==> src/rtl/irq_vec_pkg.sv <==
package irq_vec_pkg;
   localparam int NSRC = 4;

   // source index, lower index = higher priority
   localparam int SRC_EXT = 0;
   localparam int SRC_T0  = 1;
   localparam int SRC_T1  = 2;
   localparam int SRC_ADC = 3;

   // register 0 field positions
   localparam int B_GIE    = 0;
   localparam int B_EN_EXT = 1;
   localparam int B_EN_T0  = 2;
   localparam int B_EN_T1  = 3;
   localparam int B_FL_EXT = 4;
   localparam int B_FL_T0  = 5;
   localparam int B_FL_T1  = 6;
   // register 1 field positions
   localparam int B_EN_ADC = 0;
   localparam int B_FL_ADC = 4;

   typedef enum logic [1:0] {
      EDGE_FALL  = 2'd0,
      EDGE_RISE  = 2'd1,
      EDGE_BOTH  = 2'd2,
      EDGE_BOTH2 = 2'd3
   } edge_sel_e;
endpackage

==> src/rtl/irq_edge_sync.sv <==
module irq_edge_sync #(
   parameter int   SYNC_STAGES = 2,
   parameter logic PIN_RST     = 1'b0
) (
   input  logic       clk,
   input  logic       rst_n,
   input  logic       pin,
   input  logic [1:0] edge_mode,
   output logic       hit
);
   import irq_vec_pkg::*;

   if (SYNC_STAGES < 2) begin : g_bad_stages
      $error("irq_edge_sync: SYNC_STAGES must be at least 2");
   end

   logic [SYNC_STAGES-1:0] sync_q;
   logic                   last_q;
   logic                   lvl;
   logic                   rise;
   logic                   fall;

   always_ff @(posedge clk) begin
      if (!rst_n) begin
         sync_q <= {SYNC_STAGES{PIN_RST}};
         last_q <= PIN_RST;
      end else begin
         sync_q <= {sync_q[SYNC_STAGES-2:0], pin};
         last_q <= sync_q[SYNC_STAGES-1];
      end
   end

   assign lvl  = sync_q[SYNC_STAGES-1];
   assign rise = lvl & ~last_q;
   assign fall = ~lvl & last_q;

   always_comb begin
      unique case (edge_sel_e'(edge_mode))
         EDGE_FALL: hit = fall;
         EDGE_RISE: hit = rise;
         default:   hit = rise | fall;
      endcase
   end
endmodule

==> src/rtl/irq_flag_bank.sv <==
module irq_flag_bank #(
   parameter int DATA_W = 8
) (
   input  logic                           clk,
   input  logic                           rst_n,
   input  logic                           wr_en,
   input  logic                           wr_sel,
   input  logic [DATA_W-1:0]              wr_data,
   input  logic [irq_vec_pkg::NSRC-1:0]   hw_set,
   input  logic [irq_vec_pkg::NSRC-1:0]   ack_clr,
   input  logic                           gie_clr,
   input  logic                           gie_set,
   output logic [irq_vec_pkg::NSRC-1:0]   flags,
   output logic [irq_vec_pkg::NSRC-1:0]   enables,
   output logic                           gie,
   output logic [DATA_W-1:0]              ctl0,
   output logic [DATA_W-1:0]              ctl1
);
   import irq_vec_pkg::*;

   if (DATA_W < 8) begin : g_bad_width
      $error("irq_flag_bank: DATA_W must be at least 8");
   end

   logic [NSRC-1:0] fl_q, fl_d;
   logic [NSRC-1:0] en_q, en_d;
   logic            gie_q, gie_d;
   logic            wr0, wr1;

   assign wr0 = wr_en & ~wr_sel;
   assign wr1 = wr_en & wr_sel;

   always_comb begin
      // hardware set survives a clear of the same cycle
      fl_d  = (fl_q & ~ack_clr) | hw_set;
      en_d  = en_q;
      gie_d = gie_q;
      if (gie_set) gie_d = 1'b1;
      if (gie_clr) gie_d = 1'b0;
      // software write wins over everything else
      if (wr0) begin
         gie_d           = wr_data[B_GIE];
         en_d[SRC_EXT]   = wr_data[B_EN_EXT];
         en_d[SRC_T0]    = wr_data[B_EN_T0];
         en_d[SRC_T1]    = wr_data[B_EN_T1];
         fl_d[SRC_EXT]   = wr_data[B_FL_EXT];
         fl_d[SRC_T0]    = wr_data[B_FL_T0];
         fl_d[SRC_T1]    = wr_data[B_FL_T1];
      end
      if (wr1) begin
         en_d[SRC_ADC]   = wr_data[B_EN_ADC];
         fl_d[SRC_ADC]   = wr_data[B_FL_ADC];
      end
   end

   always_ff @(posedge clk) begin
      if (!rst_n) begin
         fl_q  <= '0;
         en_q  <= '0;
         gie_q <= 1'b0;
      end else begin
         fl_q  <= fl_d;
         en_q  <= en_d;
         gie_q <= gie_d;
      end
   end

   always_comb begin
      ctl0            = '0;
      ctl0[B_GIE]     = gie_q;
      ctl0[B_EN_EXT]  = en_q[SRC_EXT];
      ctl0[B_EN_T0]   = en_q[SRC_T0];
      ctl0[B_EN_T1]   = en_q[SRC_T1];
      ctl0[B_FL_EXT]  = fl_q[SRC_EXT];
      ctl0[B_FL_T0]   = fl_q[SRC_T0];
      ctl0[B_FL_T1]   = fl_q[SRC_T1];
      ctl1            = '0;
      ctl1[B_EN_ADC]  = en_q[SRC_ADC];
      ctl1[B_FL_ADC]  = fl_q[SRC_ADC];
   end

   assign flags   = fl_q;
   assign enables = en_q;
   assign gie     = gie_q;

   logic wr_unused;
   assign wr_unused = ^wr_data;
endmodule

==> src/rtl/irq_arbiter.sv <==
module irq_arbiter #(
   parameter int VEC_W    = 8,
   parameter int VEC_BASE = 4,
   parameter int VEC_STEP = 4
) (
   input  logic [irq_vec_pkg::NSRC-1:0] req,
   output logic [irq_vec_pkg::NSRC-1:0] grant,
   output logic                         any,
   output logic [VEC_W-1:0]             vec
);
   import irq_vec_pkg::*;

   localparam int VEC_LAST = VEC_BASE + (NSRC - 1) * VEC_STEP;

   if (VEC_LAST >= (1 << VEC_W)) begin : g_bad_vec
      $error("irq_arbiter: vector table does not fit VEC_W bits");
   end

   logic [VEC_W-1:0] vec_tab [NSRC];

   for (genvar i = 0; i < NSRC; i++) begin : g_tab
      assign vec_tab[i] = VEC_W'(VEC_BASE + i * VEC_STEP);
   end

   always_comb begin
      logic seen;
      seen  = 1'b0;
      grant = '0;
      vec   = '0;
      for (int i = 0; i < NSRC; i++) begin
         if (req[i] && !seen) begin
            grant[i] = 1'b1;
            vec      = vec_tab[i];
         end
         seen = seen | req[i];
      end
      any = seen;
   end
endmodule

==> src/rtl/irq_vector_ctrl.sv <==
module irq_vector_ctrl #(
   parameter int   DATA_W      = 8,
   parameter int   VEC_W       = 8,
   parameter int   VEC_BASE    = 4,
   parameter int   VEC_STEP    = 4,
   parameter int   SYNC_STAGES = 2,
   parameter logic PIN_RST     = 1'b0
) (
   input  logic              clk,
   input  logic              rst_n,
   input  logic              ext_pin,
   input  logic [1:0]        edge_mode,
   input  logic              tmr0_ovf,
   input  logic              tmr1_ovf,
   input  logic              adc_done,
   input  logic              cycle_edge,
   input  logic              stack_full,
   input  logic              ret_irq,
   input  logic              ret_plain,
   input  logic              wr_en,
   input  logic              wr_sel,
   input  logic [DATA_W-1:0] wr_data,
   output logic              call_stb,
   output logic [VEC_W-1:0]  vec_addr,
   output logic [DATA_W-1:0] ctl0_q,
   output logic [DATA_W-1:0] ctl1_q
);
   import irq_vec_pkg::*;

   logic            ext_hit;
   logic [NSRC-1:0] hw_set;
   logic [NSRC-1:0] flags, enables, grant, ack_clr;
   logic            gie, any, take;
   logic [VEC_W-1:0] vec_pick;
   logic            call_q;
   logic [VEC_W-1:0] vec_q;

   irq_edge_sync #(
      .SYNC_STAGES (SYNC_STAGES),
      .PIN_RST     (PIN_RST)
   ) u_edge (
      .clk       (clk),
      .rst_n     (rst_n),
      .pin       (ext_pin),
      .edge_mode (edge_mode),
      .hit       (ext_hit)
   );

   always_comb begin
      hw_set          = '0;
      hw_set[SRC_EXT] = ext_hit;
      hw_set[SRC_T0]  = tmr0_ovf;
      hw_set[SRC_T1]  = tmr1_ovf;
      hw_set[SRC_ADC] = adc_done;
   end

   irq_arbiter #(
      .VEC_W    (VEC_W),
      .VEC_BASE (VEC_BASE),
      .VEC_STEP (VEC_STEP)
   ) u_arb (
      .req   (flags & enables),
      .grant (grant),
      .any   (any),
      .vec   (vec_pick)
   );

   // acknowledge only on a boundary, with room on the stack, no write racing
   assign take    = cycle_edge & gie & ~stack_full & ~wr_en & any;
   assign ack_clr = take ? grant : '0;

   irq_flag_bank #(
      .DATA_W (DATA_W)
   ) u_bank (
      .clk     (clk),
      .rst_n   (rst_n),
      .wr_en   (wr_en),
      .wr_sel  (wr_sel),
      .wr_data (wr_data),
      .hw_set  (hw_set),
      .ack_clr (ack_clr),
      .gie_clr (take),
      .gie_set (ret_irq),
      .flags   (flags),
      .enables (enables),
      .gie     (gie),
      .ctl0    (ctl0_q),
      .ctl1    (ctl1_q)
   );

   always_ff @(posedge clk) begin
      if (!rst_n) begin
         call_q <= 1'b0;
         vec_q  <= '0;
      end else begin
         call_q <= take;
         vec_q  <= take ? vec_pick : '0;
      end
   end

   assign call_stb = call_q;
   assign vec_addr = vec_q;

   // an ordinary return has no effect on this block
   logic ret_unused;
   assign ret_unused = ret_plain;
endmodule

==> config.mk <==
export PLATFORM = sky130hd
export DESIGN_NAME = irq_vector_ctrl
export DESIGN_NICKNAME = d
export VERILOG_FILES = /design/src/rtl/irq_vec_pkg.sv /design/src/rtl/irq_edge_sync.sv /design/src/rtl/irq_flag_bank.sv /design/src/rtl/irq_arbiter.sv /design/src/rtl/irq_vector_ctrl.sv
export SDC_FILE = /design/constraint.sdc
export NUM_CORES = 1
export LEC_CHECK = 0
export BUFFER_PORTS_ARGS = -buffer_cell sky130_fd_sc_hd__clkbuf_2
export CAP_MARGIN = 20
export CORE_ASPECT_RATIO = 0.9
export CORE_MARGIN = 3
export CORE_UTILIZATION = 44
export CTS_BUF_LIST = sky130_fd_sc_hd__clkbuf_8
export CTS_CLUSTER_SIZE = 24
export DETAILED_ROUTE_END_ITERATION = 12
export PLACE_DENSITY = 0.81
export SLEW_MARGIN = 30
export SYNTH_ARGS = -nofsm -noshare
export SYNTH_HDL_FRONTEND = slang
export SYNTH_SLANG_ARGS = --single-unit
==> constraint.sdc <==
create_clock -name clk -period 1.55 [get_ports clk]
set_input_delay 0.0775 -clock clk [delete_from_list [all_inputs] [get_ports clk]]
set_output_delay 0.0775 -clock clk [all_outputs]
set_load 0.03 [all_outputs]
* Word level (Yosys, flattened, before mapping)
Cells that the tools add are included.
** Cells by class
- $add $sub $neg :: 0
- Multipliers :: 0
- Div/mod/pow operators :: 0
- Magnitude comparators :: 0
- Equal/unequal tests :: 1
- Shift-type cells :: 0
- Mux-type cells :: 15
- Bitwise gates (word level) :: 23
- Reduce and logical (&&, ||, !) cells :: 11
** Operators by type and width (number)
- $mux W5 :: 2
- $and A1 B1 Y1 :: 8
- $and A4 B4 Y4 :: 2
- $mux W1 :: 8
- $mux W4 :: 2
- $not A1 Y1 :: 7
- $mux W3 :: 2
- $reduce_or A5 Y1 :: 1
- $not A4 Y4 :: 1
- $or A1 B1 Y1 :: 4
- $or A4 B4 Y4 :: 1
- $logic_and A1 B1 Y1 :: 3
- $logic_not A1 Y1 :: 3
- $reduce_bool A3 Y1 :: 1
- $reduce_or A3 Y1 :: 1
- $eq A2 B1 Y1 const B :: 1
- $logic_not A2 Y1 :: 1
- $pmux W1 S2 :: 1
- $reduce_and A2 Y1 :: 1
** Word-level totals
- Bits in registers :: 21
- Bits in latches :: 0
- Bits in writable memories :: 0
- ROM bits :: 0
- Word-level logic and storage cells :: 60
- Memories :: 0

* Logic depth before layout (Yosys ltp)
Gate-level depths: netlist (run 1).
- Word-level depth :: 11
- Depth in mapped cells :: 5
- Depth with buffers taken out :: 5

* Hierarchy
Synthesis (run 1) repeated with hierarchy kept, for this count alone.
** Unflattened totals
- Cell total of the unflattened synthesis :: 128
- Area total of the unflattened synthesis :: 1164.9 um^2
** Modules (own cells, without submodules)
- irq_flag_bank :: times used 1, cells each 59, area an instance 521.8 um^2, sequential area each 180.2 um^2
- irq_vector_ctrl :: times used 1, cells each 41, area an instance 409.1 um^2, sequential area each 180.2 um^2
- irq_edge_sync :: times used 1, cells each 12, area an instance 131.4 um^2, sequential area each 60.1 um^2
- irq_arbiter :: times used 1, cells each 16, area an instance 102.6 um^2, sequential area each 0.0 um^2

* Least setup slack after synthesis (run 1)
No wires, ideal clock.
- Kind :: register to register
- Start :: register u_bank.fl_q[2], in the netlist u_bank.flags[2]
- End :: register u_bank.fl_q[3], in the netlist u_bank.flags[3]
- Library setup time :: 0.125 ns
- Arrival :: 1.076 ns
- Required time :: 1.425 ns
- Path slack :: 0.349 ns
- Stages on the path, launching flop included :: 4
- Path buffers :: 0
- Period minus slack after synthesis :: 1.201 ns
- Path through :: dfxtp_1 -> a22o_1 -> nor4b_1 -> o22ai_1
** Between the ends
- Longest elaborated chain between the ends :: 10
- Elaborated cells on any way between the ends :: 12
- Those cells by class :: mux: 3; bitwise: 7; reduce/logical: 2
** Ends and longest elaborated chain
- from (decl) :: RTL line irq_flag_bank.sv:25 : logic [NSRC-1:0] fl_q, fl_d;
- from (signal assigned) :: RTL line irq_flag_bank.sv:62 : fl_q <= fl_d;
- $and A4 B4 Y4 * :: RTL line irq_vector_ctrl.sv:62 : .req (flags & enables),
- $or A1 B1 Y1 * :: RTL line irq_arbiter.sv:35 : seen = seen | req[i];
- $logic_not A1 Y1 :: RTL line irq_arbiter.sv:31 : if (req[i] && !seen) begin
- $logic_and A1 B1 Y1 :: RTL line irq_arbiter.sv:31
- $mux W1 :: RTL line irq_arbiter.sv:31
- $mux W4 * :: RTL line irq_vector_ctrl.sv:70 : assign ack_clr = take ? grant : '0;
- $not A4 Y4 * :: RTL line irq_flag_bank.sv:35 : fl_d = (fl_q & ~ack_clr) | hw_set;
- $and A4 B4 Y4 * :: RTL line irq_flag_bank.sv:35
- $or A4 B4 Y4 * :: RTL line irq_flag_bank.sv:35
- $mux W1 * :: RTL line irq_flag_bank.sv:50 : if (wr1) begin
Every way passes the cells marked *; elsewhere a longest branch is shown, timed or not.
A chain may end at the register's enable or synchronous reset.

* Final worst setup path (run 1)
- Start :: register u_bank.gie_q, in the netlist u_bank.gie
- End :: register u_bank.fl_q[2], in the netlist u_bank.flags[2]
** Between the ends
- Longest elaborated chain between the ends :: 9
** Ends and longest elaborated chain
- from (decl) :: RTL line irq_flag_bank.sv:27 : logic gie_q, gie_d;
- from (signal assigned) :: RTL line irq_flag_bank.sv:64 : gie_q <= gie_d;
- $and A1 B1 Y1 (4 in series) :: RTL line irq_vector_ctrl.sv:69 : assign take = cycle_edge & gie & ~stack_full & ~wr_en & any;
- $mux W4 :: RTL line irq_vector_ctrl.sv:70
- $not A4 Y4 :: RTL line irq_flag_bank.sv:35
- $and A4 B4 Y4 :: RTL line irq_flag_bank.sv:35
- $or A4 B4 Y4 :: RTL line irq_flag_bank.sv:35
- $mux W3 :: RTL line irq_flag_bank.sv:41 : if (wr0) begin
No other way between the ends.

==> impl_metrics.yaml, run 1 <==
min_path:
  hp-start: "ext_pin"
  min-delay-path-class: "in -> reg"
  whs_path_depth: 2
synth:
  synth_mux_area_share_pct: 2.516
  syn_avg_cell_area_sq_um: 8.842
  syn_inst: 90
  yosysUniqueCellTypes: 32
  synth_xor_area_share_pct: 0
  ys_ff_latch: 16
  synth_area_sq_um: 795.8
  post_synth_and_or_nand_nor_area_fraction_pct: 25.16
  yosysWarnings: 0
  synthAdderAreaFrac_pct: 3.145
  synth_compound_area_share_pct: 14.15
  ys_seq_area_share_pct: 40.25
  synth_top_family_by_area: "simple AND/OR/NAND/NOR gates"
drt:
  via_per_inst: 4.731
  ant_nets: 0
  drtIter0Drc: 9
  drtPass1Iterations: 4
  dr_total_vias: 686
  wl_mm: 1.691
  wl_per_cell_um: 11.66
  drcViolationCount: 0
clock_tree:
  clk_pin_slew_ns: 0.06
  cts_buffer_depth: 2
  postCtsHoldBufs: 0
  postCtsSetupRepairBufs: 0
  cts_tree: "built"
  cts.sinks: 16
  numCtsBuffers: 3
  htreeDepth: 1
  cts_resized: 0
  cts_root_buf: "clkbuf_8"
  insertion_delay_ns: 0.25
setup_path:
  worst_setup_path_start_kind: "flip-flop"
  r2r-end: "u_bank.flags[2]"
  worstPathMaxFanout: 5
  cp-end-kind: "flip-flop"
  reg2reg_from: "u_bank.gie"
  endpoint: "u_bank.flags[2]"
  startpoint: "u_bank.gie"
  reg2reg_depth: 3
  required_ns: 1.69
  r2r_setup_slack_ns: 0.37
  worstSetupPathType: "reg -> reg"
  cp_data_arrival_time_ns: 1.32
sta:
  finalSetupViolations: 0
  rsz0062_at_grt: "false"
  finalClockSkew_ns: 0.004032
  setup_tns_ns: 0
  min_period_ns: 1.176
  slew_viol_final: 0
  fmax_mhz: 850.2
  hold_viol: 0
  post-route-period-util_pct: 75.89
die:
  ios: 47
  die_y_um: 46.35
  core_sq_um: 1562
  die_x_um: 50.83
  initial_core_util_pct: 50.96
  die_area_sq_um: 2355
  rows: 13
global_route:
  antenna_found_initial: 0
  met3_usage_pct: 6.472
  grt_use_met2_pct: 30.47
  busiest_layer: "met2"
  use_met1_pct: 15.46
  grt_util_all_layers_pct: 15.71
  overflow: 0
  grt_start_max_net_pins: 10
  grt_pass1_vias: 621
  grt_pass1_wl_mm: 2.656
final_layout:
  final_cell_mix: "clkbuf_2, dfxtp_1, nand2_1, conb_1, nor2_1"
  final_common_cell: "clkbuf_2"
  area.growth.synth_to_final_pct: 22.80
  antenna_cells: 0
  layout-drive-gt1-share_pct: 31.71
  nNetsFinal: 148
  fin_cells: 145
placed_design:
  place_congestion: 0.7953
  place_hpwl_mm: 1.380
  portBuffers: 32
  dp.cells: 141
pwr:
  vdd_drop_max_uv: 610.4
  power.leakage_uw: 0.0004534
  pwr_density_cell_nw_per_um2: 1018
run:
  drv_cap: 0
outcome:
  status: "complete, no violations"
==> area by class of cell <==
cell class	count	area [sq um]
Fill cell	154	584.3
Timing Repair Buffer	32	160.2
Tap cell	22	27.53
Multi-Input combinational cell	68	402.9
Clock buffer	4	55.05
Inverter	3	11.26
Sequential cell	16	320.3
==> metrics by stage <==
step	worst slack (ns)	hold slack (ns)	cell area [sq um]	total power, uW	utilization, %
after floorplan	0.3495	0.2048	837.1	605.2	-
after global placement	0.4097	0.2852	922.1	631.0	59.05
after detailed placement	0.3788	0.3067	922.1	635.5	59.05
after CTS	0.3663	0.04419	977.2	1004	62.58
after global routing	0.2859	0.04274	977.2	1039	62.58
final	0.3737	0.04532	977.2	995.1	62.58
==> logic make-up after synthesis <==
group / after synthesis
simple gates: 36
buf+inv: 17
compound gates: 16
flops: 16
mux: 2
fa+ha+maj: 2
other cells: 1
==> synthesized netlist by cell type <==
cell	count	area, sq um
nand2b_1	2	12.51
and4b_1	1	10.01
nor2_1	5	18.77
nand3b_1	1	7.510
dfxtp_1	16	320.3
and4bb_2	1	12.51
ha_1	2	25.02
a211oi_1	1	7.510
nor4b_1	1	8.760
nand2_1	12	45.04
and2b_1	1	7.510
o311a_1	1	10.01
a21boi_1	1	7.510
nand4bb_1	1	11.26
buf_4	13	97.59
inv_1	2	7.510
nand3_1	4	20.02
clkinv_1	1	3.750
o21ai_0	3	15.01
conb_1	1	3.750
buf_2	1	5.000
a22o_1	2	17.52
and2_1	2	12.51
a21oi_1	4	20.02
nor2b_1	1	6.260
nor3_1	3	15.01
mux2i_1	2	20.02
nor4_2	1	12.51
o211ai_1	1	7.510
o22ai_1	1	6.260
o221a_2	1	11.26
a32o_1	1	10.01
==> power breakdown <==
| group | internal, uW | switching (uW) |
|---|---|---|
| combinational | 56.9 | 121 |
| clock | 225 | 143 |
| sequential | 431 | 17.6 |
==> critical path: stages, from the launching register on <==
cell and delay (ns):
dfxtp_1 0.37, and4bb_2 0.31, nand2_1 0.06, o311a_1 0.33
==> worst min-delay path by stage <==
stage                             end  slack, ns
global route         u_edge.sync_q[0]       0.04
detailed placement   u_edge.sync_q[0]       0.31
global placement     u_edge.sync_q[0]       0.29
CTS                 u_bank.enables[2]       0.04
floorplan            u_edge.sync_q[0]       0.20
finish               u_edge.sync_q[0]       0.05
==> layer usage <==
layer / share of wire (%) / vias up
met5: 0 / -
met4: 0.71 / 0
met3: 7.7 / 2
met2: 52 / 25
met1: 39 / 304
li1: - / 355
==> state kept, by name, indices dropped and copies added, names as in the netlist <==
register and cells:
u_edge.last_q 1, u_bank.flags 4, u_bank.enables 4, call_stb 1, vec_addr 3, u_edge.sync_q 2
u_bank.gie 1
No activity file was read; power rests on OpenSTA's default activity.
==> run 2, diff against run 1 <==
- CORE_UTILIZATION: 44 -> 40
- PLACE_DENSITY: 0.81 -> 0.77
- clock period: 1.55 -> 1 ns (I/O delays scaled with it)
==> run 2 against run 1 <==
  * The run now ends with setup timing left
  * Final area up 15%
  * Worst setup slack worse by 0.51 ns
  * Sequential power up 56%
  * Die area up 8.7%
  * Final cell count up 8.3%
  * Via count up 13%
  * Critical path type unchanged
  * Largest power group unchanged
==> impl_metrics.yaml, run 2 (synthesis gave the netlist of run 1 again) <==
die:
  die_area_sq_um: 2561
  initial_core_util_pct: 44.98
  die_x_um: 53.02
  rows: 14
  core_sq_um: 1769
  die_y_um: 48.32
  ios: 47
sta:
  post-route-period-util_pct: 113.9
  min_period_ns: 1.139
  postLayoutSetupSlackWorst_ns: -0.1386
  setup_tns_ns: -0.4460
  finalClockSkew_ns: 0.008303
  finalSetupViolations: 5
  hold_viol: 0
  rsz0062_at_grt: "true"
  fmax_mhz: 878.3
  slew_viol_final: 0
setup_path:
  cp-end-kind: "flip-flop"
  worstPathMaxFanout: 5
  required_ns: 1.14
  worst_setup_path_start_kind: "flip-flop"
  worstSetupPathType: "reg -> reg"
  cp_data_arrival_time_ns: 1.28
clock_tree:
  numCtsBuffers: 3
  insertion_delay_ns: 0.25
  cts_buffer_depth: 2
  clk_pin_slew_ns: 0.07
  cts_root_buf: "clkbuf_8"
  htreeDepth: 1
  cts_tree: "built"
  cts.sinks: 16
global_route:
  antenna_found_initial: 0
  overflow: 0
  grt_start_max_net_pins: 10
  grt_util_all_layers_pct: 16.16
  grt_pass1_wl_mm: 3.236
  grt_pass1_vias: 787
final_layout:
  nNetsFinal: 158
  area.growth.synth_to_final_pct: 40.88
  final_common_cell: "clkbuf_2"
  layout-drive-gt1-share_pct: 50.38
  final_cell_mix: "clkbuf_2, nand2_1, conb_1"
  final_util_pct: 63.37
  fin_cells: 157
  antenna_cells: 0
drt:
  drcViolationCount: 0
  via_per_inst: 4.943
  dr_total_vias: 776
  ant_nets: 0
  drtPass1Iterations: 4
  wl_per_cell_um: 12.69
  drtIter0Drc: 13
  wl_mm: 1.992
placed_design:
  portBuffers: 32
  place_hpwl_mm: 1.538
  dp.cells: 153
  place_congestion: 0.8554
pwr:
  power.leakage_uw: 0.0005260
  pwr_density_cell_nw_per_um2: 1352
  vdd_drop_max_uv: 882.7
min_path:
  min-delay-path-class: "in -> reg"
run:
  drv_cap: 0
outcome:
  status: "complete, but fails checks"
  failed_checks: "setup timing"
## run 2: report_power, final
part	internal, uW	total (uW)	switching, uW
Clock	272	488	216
Sequential	671	700	28.5
Combinational	120	328	208
## run 2: cell type report
type,instances,area (sq um)
fill,153,648.1
multi-input combinational,68,461.7
sequential,16,337.8
timing repair buffer,42,235.2
clock buffer,3,41.29
tap,24,30.03
inverter,3,11.26
clock inverter,1,3.754
## run 2: metal layers
metal	share of wire (%)	GRT usage, %
met5	0	0
met4	1.9	6.809
met3	7.9	3.374
met2	47	27.07
met1	43	19.51
## run 2: repair_timing
action	in CTS	in global routing
hold buffers	0	0
setup endpoints to repair	5	7
pin swaps	3	1
cloned	0	0
buffers inserted	0	0
resized for setup	6	9
## run 2: path summary, 6_finish.rpt
path                    startpoint           endpoint  slack (ns)  depth (start not counted)
setup reg to reg        u_bank.gie    u_bank.flags[2]       -0.14                          3
hold reg to reg   u_edge.sync_q[0]   u_edge.sync_q[1]        0.44                          1
hold / removal          wr_data[2]  u_bank.enables[1]       0.009                          3
setup / recovery        u_bank.gie    u_bank.flags[2]       -0.14                          3
## run 2: per-stage QoR
stage          total power [uW]  area [sq um]  setup WS (ns)  hold WS [ns]
5_1_grt                    1589          1121        -0.2039       0.02502
3_3_place_gp               1015          1018       -0.09992        0.2596
3_5_place_dp               1021          1018        -0.1436        0.2616
6_report                   1515          1121        -0.1386      0.008866
4_1_cts                    1514          1075        -0.1490      0.005934
2_1_floorplan             941.5         855.8       -0.08325        0.1756
## run 2: critical path, cell delays in order (launching register included)
cell and delay [ns]:
dfxtp_4 0.37, and4bb_2 0.31, nand2_1 0.07, o311a_1 0.28
==> run 3, diff against run 2 <==
- SETUP_SLACK_MARGIN: default -> 0.5
==> run 3 against run 2 <==
  * Final area increased by 24%
  * Routed wire length increased by 9.3%
  * Count of clock-buffer cells in the layout increased by 1
  * Critical path depth increased by 2
  * The run still ends with setup timing left
  * Critical endpoint is now u_bank.flags[0]
==> impl_metrics.yaml, run 3 (synthesis gave the netlist of run 1 again) <==
sta:
  hold_viol: 0
  slew_viol_final: 0
  fmax_mhz: 870.0
  setup_tns_ns: -0.3570
  finalSetupViolations: 6
  postLayoutSetupSlackWorst_ns: -0.1495
  post-route-period-util_pct: 114.9
  min_period_ns: 1.149
  whs_ns: 0.01215
  finalClockSkew_ns: 0.003195
  rsz0062_at_grt: "true"
drt:
  wl_per_cell_um: 13.61
  drtPass1Iterations: 4
  via_per_inst: 4.869
  drcViolationCount: 0
  drtIter0Drc: 8
  wl_mm: 2.177
  ant_nets: 0
  dr_total_vias: 779
die:
  core_sq_um: 1769
  die_x_um: 53.02
  die_y_um: 48.32
  ios: 47
  die_area_sq_um: 2561
  initial_core_util_pct: 44.98
  rows: 14
placed_design:
  placed_cell_area_sq_um: 1037
  dp.cells: 152
  portBuffers: 32
  place_hpwl_mm: 1.468
  place_congestion: 0.9132
global_route:
  grt_pass1_vias: 758
  overflow: 0
  grt_start_max_net_pins: 10
  grt_pass1_wl_mm: 3.312
  grt_util_all_layers_pct: 16.97
  antenna_found_initial: 0
clock_tree:
  cts.sinks: 16
  cts_root_buf: "clkbuf_8"
  insertion_delay_ns: 0.25
  htreeDepth: 1
  numCtsBuffers: 3
  postCtsHoldBufs: 0
  cts_tree: "built"
  clk_pin_slew_ns: 0.06
  cts_buffer_depth: 2
outcome:
  status: "complete, but fails checks"
  failed_checks: "setup timing"
final_layout:
  fin_cells: 160
  area.growth.synth_to_final_pct: 75.00
  layout-drive-gt1-share_pct: 63.24
  final_cell_mix: "clkbuf_2, conb_1, buf_8"
  final_area_sq_um: 1393
  antenna_cells: 0
  nNetsFinal: 161
  final_common_cell: "clkbuf_2"
  nFillCells: 115
  final_util_pct: 78.71
pwr:
  power.leakage_uw: 0.0005991
  pwr_density_cell_nw_per_um2: 1208
  vdd_drop_max_uv: 1176
setup_path:
  slowest_stage: "dfxtp_2"
  worstPathMaxFanout: 2
  worst_setup_path_start_kind: "flip-flop"
  worstSetupPathType: "reg -> reg"
  cp-end-kind: "flip-flop"
  required_ns: 1.14
  slowest_delay_ns: 0.34
  path_cells: "inv_2 > ha_4 > nand2b_1 > o211ai_1 > o221a_2"
  cp_data_arrival_time_ns: 1.29
run:
  drv_cap: 0
min_path:
  min-delay-path-class: "in -> reg"
run 3: changes by cell type in the layout (fill, tap and decap cells not counted), moves of 5 or more:
cell / before / now
buf_8: 0 / 12
clkbuf_2: 31 / 19
buf_6: 0 / 9
buf_4: 10 / 4
dfxtp_4: 2 / 8
dfxtp_1: 6 / 1
run 3: timing repair:
action / CTS / global route
endpoints found under the setup margin: 28 / 28
buffers inserted: 2 / 2
pin swaps: 7 / 4
gates resized for setup: 44 / 27
run 3: power by group:
group	internal, uW	leakage [uW]	switching [uW]
Sequential	664	0.000140	39.2
Clock	349	0.0000288	216
Combinational	188	0.000431	225
Total	1200	0.000599	481
run 3: cell type report:
class,instances,area [sq um],area share (%)
Multi-Input combinational cell,68,515.5,37.02
Timing Repair Buffer,45,420.4,30.19
Sequential cell,16,359.1,25.79
Clock buffer,4,55.05,3.953
Tap cell,24,30.03,2.156
Inverter,3,12.51,0.8985
run 3: worst max-delay path: cells and delay by family, from the launching register on:
kind            cells  cell delay, ns
compound gates      2            0.33
simple gates        1            0.09
buf+inv             1            0.04
flops               1            0.34
fa+ha+maj           1            0.25
run 3: per-layer routing:
metal,GRT usage (%),wire length (um),vias up
met4,4.255,21,0
li1,-,-,385
met5,0,0,-
met1,21.40,886,354
met3,4.908,168,5
met2,27.89,1101,35
run 3: final timing paths:
| path | slack [ns] | endpoint | depth (start not counted) | startpoint |
|---|---|---|---|---|
| max reg2reg | -0.15 | u_bank.flags[0] | 5 | u_edge.last_q |
| min | 0.01 | u_edge.sync_q[0] | 2 | ext_pin |
| min reg2reg | 0.43 | u_edge.sync_q[1] | 1 | u_edge.sync_q[0] |
| max | -0.15 | u_bank.flags[0] | 5 | u_edge.last_q |
run 3: stage by stage:
| step | worst slack [ns] | total power (uW) |
|---|---|---|
| finish | -0.1495 | 1682 |
| global route | -0.2036 | 1757 |
| floorplan | -0.08312 | 940.3 |
| CTS | -0.1459 | 1650 |
| global placement | -0.09750 | 1006 |
| detailed placement | -0.1370 | 1013 |
